--- src/rtl/pfed_pkg.sv ---
package pfed_pkg;
    // Default geometry of the phase detector
    localparam int unsigned PFED_CNT_W  = 10; // rotational counter width
    localparam int unsigned PFED_NPH    = 5;  // oscillator phases
    localparam int unsigned PFED_NDLY   = 8;  // delayed reference edges
    localparam int unsigned PFED_FRAC_W = 6;  // binary fraction bits
endpackage

--- src/rtl/pfed_tdc_decode.sv ---
module pfed_tdc_decode #(
    parameter int unsigned NPH    = pfed_pkg::PFED_NPH,
    parameter int unsigned NDLY   = pfed_pkg::PFED_NDLY,
    parameter int unsigned CODE_W = $clog2(NPH * NDLY)
) (
    input  logic [NPH*NDLY-1:0] tdc_i,
    output logic [CODE_W-1:0]   code_o
);
    localparam int unsigned SEC_W = (NPH > 1) ? $clog2(NPH) : 1;
    localparam int unsigned FIN_W = $clog2(NDLY) + 1;

    // Sector of one thermometer word: ones minus one, empty word reads as 0
    function automatic logic [SEC_W-1:0] sector_of(input logic [NPH-1:0] w);
        int unsigned ones;
        ones = 0;
        for (int p = 0; p < int'(NPH); p++) begin
            ones += int'(w[p]);
        end
        return (ones == 0) ? '0 : SEC_W'(ones - 1);
    endfunction

    logic [NDLY*SEC_W-1:0] sec_flat;

    for (genvar k = 0; k < NDLY; k++) begin : g_edge
        assign sec_flat[k*SEC_W +: SEC_W] = sector_of(tdc_i[k*NPH +: NPH]);
    end

    logic [FIN_W-1:0] fine;
    always_comb begin
        fine = '0;
        for (int k = 1; k < int'(NDLY); k++) begin
            if (sec_flat[k*SEC_W +: SEC_W] != sec_flat[SEC_W-1:0]) begin
                fine = fine + FIN_W'(1);
            end
        end
        code_o = CODE_W'(NDLY) * CODE_W'(sec_flat[SEC_W-1:0]) + CODE_W'(fine);
    end
endmodule

--- src/rtl/pfed_phase_form.sv ---
module pfed_phase_form #(
    parameter int unsigned CNT_W  = pfed_pkg::PFED_CNT_W,
    parameter int unsigned FRAC_W = pfed_pkg::PFED_FRAC_W,
    parameter int unsigned NSTEP  = pfed_pkg::PFED_NPH * pfed_pkg::PFED_NDLY,
    parameter int unsigned CODE_W = $clog2(NSTEP)
) (
    input  logic [CNT_W-1:0]        cnt_i,
    input  logic [CODE_W-1:0]       code_i,
    output logic [CNT_W+FRAC_W-1:0] phase_o
);
    localparam int unsigned PRD_W = CODE_W + FRAC_W + 2;

    logic [PRD_W-1:0]  num;
    logic [PRD_W-1:0]  quo;
    logic [FRAC_W-1:0] frac;

    // Round-half-up scaling of a 0..NSTEP-1 code onto 2**FRAC_W
    always_comb begin
        num     = (PRD_W'(code_i) << FRAC_W) + PRD_W'(NSTEP / 2);
        quo     = num / PRD_W'(NSTEP);
        frac    = quo[FRAC_W-1:0];
        phase_o = {cnt_i, frac};
    end
endmodule

--- src/rtl/pfed_freq_diff.sv ---
module pfed_freq_diff #(
    parameter int unsigned PH_W = pfed_pkg::PFED_CNT_W + pfed_pkg::PFED_FRAC_W
) (
    input  logic                   clk,
    input  logic                   rst,
    input  logic [PH_W-1:0]        phase_i,
    input  logic [PH_W-1:0]        fcw_i,
    output logic [PH_W-1:0]        freq_o,
    output logic signed [PH_W:0]   err_o,
    output logic                   vld_o
);
    localparam int unsigned ERR_W = PH_W + 1;

    typedef struct packed {
        logic                    have;
        logic                    vld;
        logic [PH_W-1:0]         prev;
        logic [PH_W-1:0]         freq;
        logic signed [ERR_W-1:0] err;
    } diff_st_t;

    diff_st_t st_d, st_q;
    logic [PH_W-1:0] step;

    always_comb begin
        st_d = st_q;
        step = phase_i - st_q.prev; // modulo 2**PH_W by width
        if (st_q.have) begin
            st_d.freq = step;
            st_d.err  = $signed({1'b0, fcw_i}) - $signed({1'b0, step});
            st_d.vld  = 1'b1;
        end
        st_d.prev = phase_i;
        st_d.have = 1'b1;
    end

    always_ff @(posedge clk) begin
        if (rst) begin
            st_q <= '0;
        end else begin
            st_q <= st_d;
        end
    end

    assign freq_o = st_q.freq;
    assign err_o  = st_q.err;
    assign vld_o  = st_q.vld;

    // measured step equals the phase advance between the last two samples
    a_r4_step_wraps: assert property (@(posedge clk) disable iff (rst)
        vld_o |-> (freq_o == PH_W'($past(phase_i) - $past(phase_i, 2))));

    // valid is sticky until reset
    a_r7_valid_sticks: assert property (@(posedge clk) disable iff (rst)
        vld_o |=> vld_o);
endmodule

--- src/rtl/phase_freq_err_det.sv ---
module phase_freq_err_det #(
    parameter int unsigned CNT_W  = pfed_pkg::PFED_CNT_W,
    parameter int unsigned NPH    = pfed_pkg::PFED_NPH,
    parameter int unsigned NDLY   = pfed_pkg::PFED_NDLY,
    parameter int unsigned FRAC_W = pfed_pkg::PFED_FRAC_W
) (
    input  logic                          clk,
    input  logic                          rst,
    input  logic [CNT_W-1:0]              cnt_i,
    input  logic [NPH*NDLY-1:0]           tdc_i,
    input  logic [CNT_W+FRAC_W-1:0]       fcw_i,
    output logic signed [CNT_W+FRAC_W:0]  err_o,
    output logic [CNT_W+FRAC_W-1:0]       freq_o,
    output logic                          vld_o
);
    localparam int unsigned NSTEP  = NPH * NDLY;
    localparam int unsigned CODE_W = $clog2(NSTEP);
    localparam int unsigned PH_W   = CNT_W + FRAC_W;

    logic [CODE_W-1:0] code_w;
    logic [PH_W-1:0]   phase_w;

    pfed_tdc_decode #(.NPH(NPH), .NDLY(NDLY), .CODE_W(CODE_W)) u_dec (
        .tdc_i  (tdc_i),
        .code_o (code_w)
    );

    pfed_phase_form #(.CNT_W(CNT_W), .FRAC_W(FRAC_W), .NSTEP(NSTEP), .CODE_W(CODE_W)) u_form (
        .cnt_i   (cnt_i),
        .code_i  (code_w),
        .phase_o (phase_w)
    );

    pfed_freq_diff #(.PH_W(PH_W)) u_diff (
        .clk     (clk),
        .rst     (rst),
        .phase_i (phase_w),
        .fcw_i   (fcw_i),
        .freq_o  (freq_o),
        .err_o   (err_o),
        .vld_o   (vld_o)
    );

    // decoded sub-step never leaves one oscillator period
    a_r2_code_range: assert property (@(posedge clk) disable iff (rst)
        code_w < CODE_W'(NSTEP));

    // integer field of the phase is the captured count
    a_r1_int_field: assert property (@(posedge clk) disable iff (rst)
        phase_w[PH_W-1:FRAC_W] == cnt_i);

    // the sample taken right after reset gives no valid error
    a_r6_first_quiet: assert property (@(posedge clk) disable iff (rst)
        $past(rst) |=> !vld_o);
endmodule

--- config.mk ---
export PLATFORM = sky130hd
export DESIGN_NAME = phase_freq_err_det
export DESIGN_NICKNAME = d
export VERILOG_FILES = /design/src/rtl/pfed_pkg.sv /design/src/rtl/pfed_tdc_decode.sv /design/src/rtl/pfed_phase_form.sv /design/src/rtl/pfed_freq_diff.sv /design/src/rtl/phase_freq_err_det.sv
export SDC_FILE = /design/constraint.sdc
export NUM_CORES = 1
export LEC_CHECK = 0
export BUFFER_PORTS_ARGS = -buffer_cell sky130_fd_sc_hd__buf_4
export CAP_MARGIN = 20
export CORE_UTILIZATION = 59
export CTS_CLUSTER_DIAMETER = 120
export DETAILED_ROUTE_END_ITERATION = 16
export HOLD_SLACK_MARGIN = 0.12
export PLACE_DENSITY_LB_ADDON = 0.1
export SYNTH_ARGS = -nofsm -noshare
export SYNTH_HDL_FRONTEND = slang
export SYNTH_SLANG_ARGS = --single-unit
--- constraint.sdc ---
create_clock -name clk -period 18.42 [get_ports clk]
set_input_delay 0.921 -clock clk [delete_from_list [all_inputs] [get_ports clk]]
set_output_delay 0.921 -clock clk [all_outputs]
set_load 0.02 [all_outputs]
# --- Word-level counts from Yosys, hierarchy flattened ---
# Index checks and enable logic that the tools add are counted.
# Widths: inputs -> output; s select.
totals:
  output_inout_bits: 34
  input_bits: 68
  register_bits: 51
  elab_cells: 89
classes:
  n_mux: 18
  div: 1
  reduce_logical: 8
  n_addsub: 50
  n_eq_ne: 7
ops:
  columns: ["cell", "count"]
  rows:
  - ["$add 32x1->32", 24]
  - ["$logic_not 32->1", 8]
  - ["$mux 51", 1]
  - ["$mux 33", 1]
  - ["$mux 3", 8]
  - ["$mux 4", 6]
  - ["$sub 3x1->3 const B", 8]
  - ["$ne 3x3->1", 7]
  - ["$add 4x1->4 const B", 5]
  - ["$sub 16x16->17", 1]
  - ["$add 1x1->2", 8]
  - ["$sub 16x16->16", 1]
  - ["$div 14x6->14 const B", 1]
  - ["$add 12x5->13 const B", 1]
  - ["$add 6x4->6", 1]
  - ["$add 1x1->2 const B", 1]
  - ["$mux 1", 2]

# --- Depth between registers and ports, before layout ---
depth:
  ltp_word: 27
  mapped_depth: 83
  depth_no_buf: 79

# --- Cells and area by module ---
# From an unflattened synthesis, not the netlist that was laid out.
unflattened:
  hier_cells: 836
  hier_area_um2: 6695.2
by_module_without_submodules:
  columns: ["module", "seq_area_each_um2", "area_each_um2", "cells_each", "instances"]
  rows:
  - ["pfed_freq_diff", 1021.0, 3679.8, 445, 1]
  - ["pfed_tdc_decode", 0.0, 2187.1, 274, 1]
  - ["pfed_phase_form", 0.0, 828.3, 117, 1]

# --- Least setup slack after synthesis ---
# No wires, ideal clock.
synth_timing:
  path_type: "input-to-reg"
  startpoint: "in tdc_i[0]"
  endpoint: "reg u_diff.st_q, in the netlist u_diff.err_o[15]"
  arrival_ps: 15576
  stages: 76
  setup_slack_ps: 2752
  setup_ps: 92
  path_buffers: 4
  t_required_ps: 18328
  path_cell_list: "ha_1 -> inv_1 -> fa_1 -> inv_1 -> ha_1 -> fa_1 -> inv_1 -> ha_1 -> ha_1 -> or2_1 -> buf_6 -> inv_4 -> buf_8 -> a21oi_1 -> nor4b_1 -> ha_1 -> xor2_1 -> ha_1 -> (+40 left out) -> inv_1 -> ha_1 -> nor2b_1 -> o21ai_0 -> a21boi_0 -> o21ai_0 -> a21boi_0 -> o21ai_0 -> a21boi_0 -> o21ai_0 -> a21boi_0 -> o21ai_0 -> a21boi_0 -> o21ai_0 -> a21boi_0 -> o21a_1 -> o21a_1 -> o32ai_1"
synth_between:
  elab_chain_len: 25
  word_cells_on_any_way: 32
  cone_classes: "add/sub: 15; div: 1; eq/ne: 7; mux: 8; reduce/logical: 1"
synth_lines:
  columns: ["element", "line_no", "text"]
  rows:
  - ["from (decl)", "phase_freq_err_det.sv:10", "input logic [NPH*NDLY-1:0] tdc_i,"]
  - ["$add 1x1->2 *", "pfed_tdc_decode.sv:17", "ones += int'(w[p]);"]
  - ["$add 32x1->32 * (3 in a row)", "pfed_tdc_decode.sv:17", null]
  - ["$sub 3x1->3 / $logic_not 32->1 (equally long branches)", "pfed_tdc_decode.sv:19", "return (ones == 0) ? '0 : SEC_W'(ones - 1);"]
  - ["$mux 3 *", "pfed_tdc_decode.sv:19", null]
  - ["$ne 3x3->1", "pfed_tdc_decode.sv:32", "if (sec_flat[k*SEC_W +: SEC_W] != sec_flat[SEC_W-1:0]) begin"]
  - ["$mux 1", "pfed_tdc_decode.sv:32", null]
  - ["$add 1x1->2", "pfed_tdc_decode.sv:33", "fine = fine + FIN_W'(1);"]
  - ["$mux 4", "pfed_tdc_decode.sv:32", null]
  - ["(+8 left out)", null, null]
  - ["$add 4x1->4", "pfed_tdc_decode.sv:33", null]
  - ["$mux 4", "pfed_tdc_decode.sv:32", null]
  - ["$add 6x4->6 *", "pfed_tdc_decode.sv:36", "code_o = CODE_W'(NDLY) * CODE_W'(sec_flat[SEC_W-1:0]) + CODE_W'(fine);"]
  - ["$add 12x5->13 *", "pfed_phase_form.sv:19", "num = (PRD_W'(code_i) << FRAC_W) + PRD_W'(NSTEP / 2);"]
  - ["$div 14x6->14 *", "pfed_phase_form.sv:20", "quo = num / PRD_W'(NSTEP);"]
  - ["named net phase_w[3]", "phase_freq_err_det.sv:21", "logic [PH_W-1:0] phase_w;"]
  - ["$sub 16x16->16 *", "pfed_freq_diff.sv:27", "step = phase_i - st_q.prev;"]
  - ["$sub 16x16->17 *", "pfed_freq_diff.sv:30", "st_d.err = $signed({1'b0, fcw_i}) - $signed({1'b0, step});"]
  - ["to (signal assigned)", "pfed_freq_diff.sv:41", "st_q <= st_d;"]
  - ["to (decl)", "pfed_freq_diff.sv:22", "diff_st_t st_d, st_q;"]
# The timed path passes the listed nets; every way through them passes the cells marked *.
# A chain may end at the register's enable or synchronous reset.

# --- Final worst setup path ---
# Ends and elaborated chain as after synthesis.

==> run summary <==
The flow ran to the end, and the final reports show no timing, DRC or antenna violations. The area share of xor/xnor cells in the synthesized design works out to 5.60%. The area share of the leading cell type in the synthesized netlist works out to 15.2%.

The die width is 109 um, and the number of different library cells in the post-synthesis netlist is 89. The tools report the kind of launch point of the worst setup path as an input pin. In this run the count of I/O pins placed on the die edge is 102.

The number of enable flip-flop cells after synthesis is 0, and the count of warnings emitted by yosys is 0. At the pin with the least slew margin, the transition time is 0.910 ns. Summing the areas of all fa, ha and maj instances in the mapped netlist gives 20.5% of the synthesized area. STA classifies the critical path endpoint as a flop. For the accumulated negative setup slack, the log shows 0 ns.

In this run the worst path has a maximum fanout of 12. The synthesized design spends more area on one cell type than any other, namely sky130_fd_sc_hd__dfxtp_1. For this run, asynchronously set or reset flops after synthesis account for 0%.

The final number of max-transition violations is 0, and the synthesized net count is 1031. The clock net in this run drives a total of 51 sinks. The tools report the post-DP HPWL as 12.3 mm. After detailed routing, the number of vias per cell comes to 5.66. Global routing used 26.6% of the available tracks across all layers. 0 antenna diodes ended up in the layout. The min-delay analysis places its worst path in the category reg -> reg.

The achievable frequency was 0.0590 GHz; the synthesized flop and latch total was 51. By instance count, the leading cell after synthesis is sky130_fd_sc_hd__inv_1. Dividing the synthesized area by the synthesized cell count gives 7.75 um2.

The placeable core area was 0.0109 mm2; the arrival time of the worst setup path was 17.16 ns. Yosys attributes the largest share of cell area to sky130_fd_sc_hd__dfxtp_1 15%, sky130_fd_sc_hd__ha_1 15%, sky130_fd_sc_hd__inv_1 7.2%. The initial antenna violation count is 0, and the delay of the slowest cell on the worst path is 0.55 ns. In this run the cell area of the synthesized design comes to 0.00670 mm2. Clock latency on the worst-skew pair, taken at its later pin, is 0.30 ns.

Counting along the longest clock path gives a buffer depth of 2. The post-route minimum period came out at 16.96 ns. The sequential share of the synthesized area is 15.2%. For the CTS H-tree depth, the log shows 2. The post-CTS clock slew at the launch and capture registers of the worst setup and hold paths was 0.08 ns.

Routability-driven placement finished with a final weighted congestion of 0.891. Entering global routing, the biggest net connects 42 pins. The cell count after synthesis is 864, and the share of layout cells above drive strength 1 is 18.2%. In this run, CTS created clock tree buffers numbering 5. The post-route antenna net violation count is 0.

For the final setup violation count, the log shows 0. The root buffer cell is sky130_fd_sc_hd__clkbuf_16. For the reported max-cap violation count, the log shows 0.

After synthesis, the largest family of logic cells by area is compound AO/OA/AOI/OAI gates. The routed wire length per instance is 14.6 um. After layout, the worst path uses 92.1% of the clock period.

The tools report the clock tree skew after final layout as 0.0109 ns. By count the netlist is led by 128 x sky130_fd_sc_hd__inv_1, 81 x sky130_fd_sc_hd__ha_1, 61 x sky130_fd_sc_hd__nand2_1, 60 x sky130_fd_sc_hd__nor2_1, 51 x sky130_fd_sc_hd__dfxtp_1. The area growth from synthesis to layout works out to 12.4%.

The synthesized-area fraction occupied by and/or/nand/nor cells came out at 19.4%. For this run, design rule violations remaining after detail routing come to 0. The dominant register cell in the synthesized netlist is sky130_fd_sc_hd__dfxtp_1.

The run gives 15.4 mm as the aggregate routed wire length. For the via count of the first global-routing pass, the log shows 5812. In this design, the critical path's most frequently occurring cell is sky130_fd_sc_hd__ha_1. The worst-case reg-to-reg path depth was 21; the final global-route overflow total was 0. In this run the critical register-to-register path is captured at u_diff.err_o[15].

For this run, the post-layout net count is 1086. For the row count, the log shows 38. The beginning of the worst register-to-register path is u_diff.st_q[33]. The path type of the worst setup path was in -> reg. Tracing the worst setup path back leads to its startpoint at tdc_i[0]. The vertical die dimension was 109 um. Of the post-synthesis cell area, the part taken by muxes is 2.78%. In this run, the number of DRC markers left after iteration 0 of detailed routing was 236. The run gives 0 as the final count of hold timing violations. In this run the register-to-register setup slack is 13.75 ns. The most critical setup path has its endpoint at u_diff.err_o[15]. Data on the critical path is required at its endpoint by 18.62 ns. Input and output buffers added on the ports amount to 101.

The area fraction in compound gates after synthesis was 23.2%. Die area: 0.0118 mm2. The first detailed-routing pass took 4 iterations.

First-pass GRT wire length: 25.5 mm. Highest-delay cell along the critical path: sky130_fd_sc_hd__fa_1. The initial core utilization is 61.3%, and the worst slew margin relative to its limit is 39.2%. OpenSTA, run right after detailed placement, puts the worst setup slack at 0.605 ns. Detailed routing inserted a total of 6002 vias. TritonCTS built the clock tree. The tools report the post-route worst setup slack as 1.46 ns.
==> worst min path at each step <==
stage / start / to / slack (ns) / cells after the start
finish: u_diff.err_o[16] / u_diff.err_o[16] / 0.47 / 2
global route: u_diff.vld_o / u_diff.vld_o / 0.51 / 2
CTS: u_diff.vld_o / u_diff.vld_o / 0.48 / 2
detailed placement: u_diff.vld_o / u_diff.vld_o / 0.46 / 2
global placement: u_diff.vld_o / u_diff.vld_o / 0.45 / 2
floorplan: u_diff.err_o[6] / u_diff.err_o[6] / 0.44 / 2
==> placed cells by master, fill, tap and decap left out, types with 6 or more instances in the layout <==
cell type,synthesis,routed
sky130_fd_sc_hd__nand3_1,13,13
sky130_fd_sc_hd__nand2_1,61,61
sky130_fd_sc_hd__nand2b_1,10,10
sky130_fd_sc_hd__buf_4,33,107
sky130_fd_sc_hd__dfxtp_1,51,51
sky130_fd_sc_hd__mux2i_1,15,15
sky130_fd_sc_hd__xnor2_1,27,27
sky130_fd_sc_hd__and2_1,13,13
sky130_fd_sc_hd__nor3_1,18,18
sky130_fd_sc_hd__inv_1,128,128
sky130_fd_sc_hd__fa_1,18,18
sky130_fd_sc_hd__o21ai_0,47,46
sky130_fd_sc_hd__a21boi_0,18,18
sky130_fd_sc_hd__ha_1,81,79
sky130_fd_sc_hd__a211o_1,6,6
sky130_fd_sc_hd__nor2b_1,28,28
sky130_fd_sc_hd__or2_2,9,9
sky130_fd_sc_hd__xor2_1,10,10
sky130_fd_sc_hd__o211ai_1,16,16
sky130_fd_sc_hd__a21oi_1,39,39
sky130_fd_sc_hd__a211oi_1,8,7
sky130_fd_sc_hd__nor2_1,60,60
sky130_fd_sc_hd__o21a_1,10,10
==> flip-flops by register name, summed over array words and instances, names as in the netlist <==
register / cells
u_diff.err_o: 17
u_diff.freq_o: 16
u_diff.st_q: 17
u_diff.vld_o: 1
==> routing by layer <==
| layer | vias up | part of all wire (%) | wire length (um) | track usage (%) |
|---|---|---|---|---|
| met5 | - | 0 | 0 | 0 |
| li1 | 3049 | - | - | - |
| met2 | 131 | 50 | 7740 | 49.1 |
| met4 | 0 | 2.1 | 326 | 7.14 |
| met1 | 2792 | 43 | 6710 | 32.0 |
| met3 | 30 | 4.2 | 651 | 3.56 |
==> layout make-up <==
type                       count  area (um2)
fill                         917        3410
sequential                    51        1020
clock inverter                 2        38.8
timing repair buffer         108         818
clock buffer                   6         139
inverter                     132         500
multi-input combinational    621        4840
tap                          140         175
==> critical path, delay by kind of cell <==
family	cells	cell delay [ns]
mux	4	0.67
buf+inv	9	0.71
xor+xnor	7	1.39
compound gates	23	4.82
fa+ha+maj	18	5.82
simple gates	11	2.82
==> metrics by stage <==
step                      util (%)  hold slack [ns]  area [um2]  cells
after floorplan                  -            0.441        6700    864
after global placement        66.3            0.447        7250   1046
after detailed placement      66.3            0.463        7250   1046
after CTS                     67.9            0.480        7430   1054
after global routing          68.8            0.505        7530   1060
final                         68.8            0.473        7530   1060
==> timing repair <==
action                                  CTS  global route
setup buffers                             0             5
endpoints found under the setup margin    0             6
resized for setup                         0            12
hold buffers                              0             0
==> cells by family after synthesis <==
logic type / Yosys count
and+or+nand+nor: 250
AOI/OAI and AO/OA: 215
buffers and inverters: 192
adders and majority gates: 99
DFF: 51
xor gates and xnor gates: 39
muxes: 18
Power is left out: the tool's default activity adds up to more than one toggle a clock period on the data nets, which glitch-free logic cannot reach.
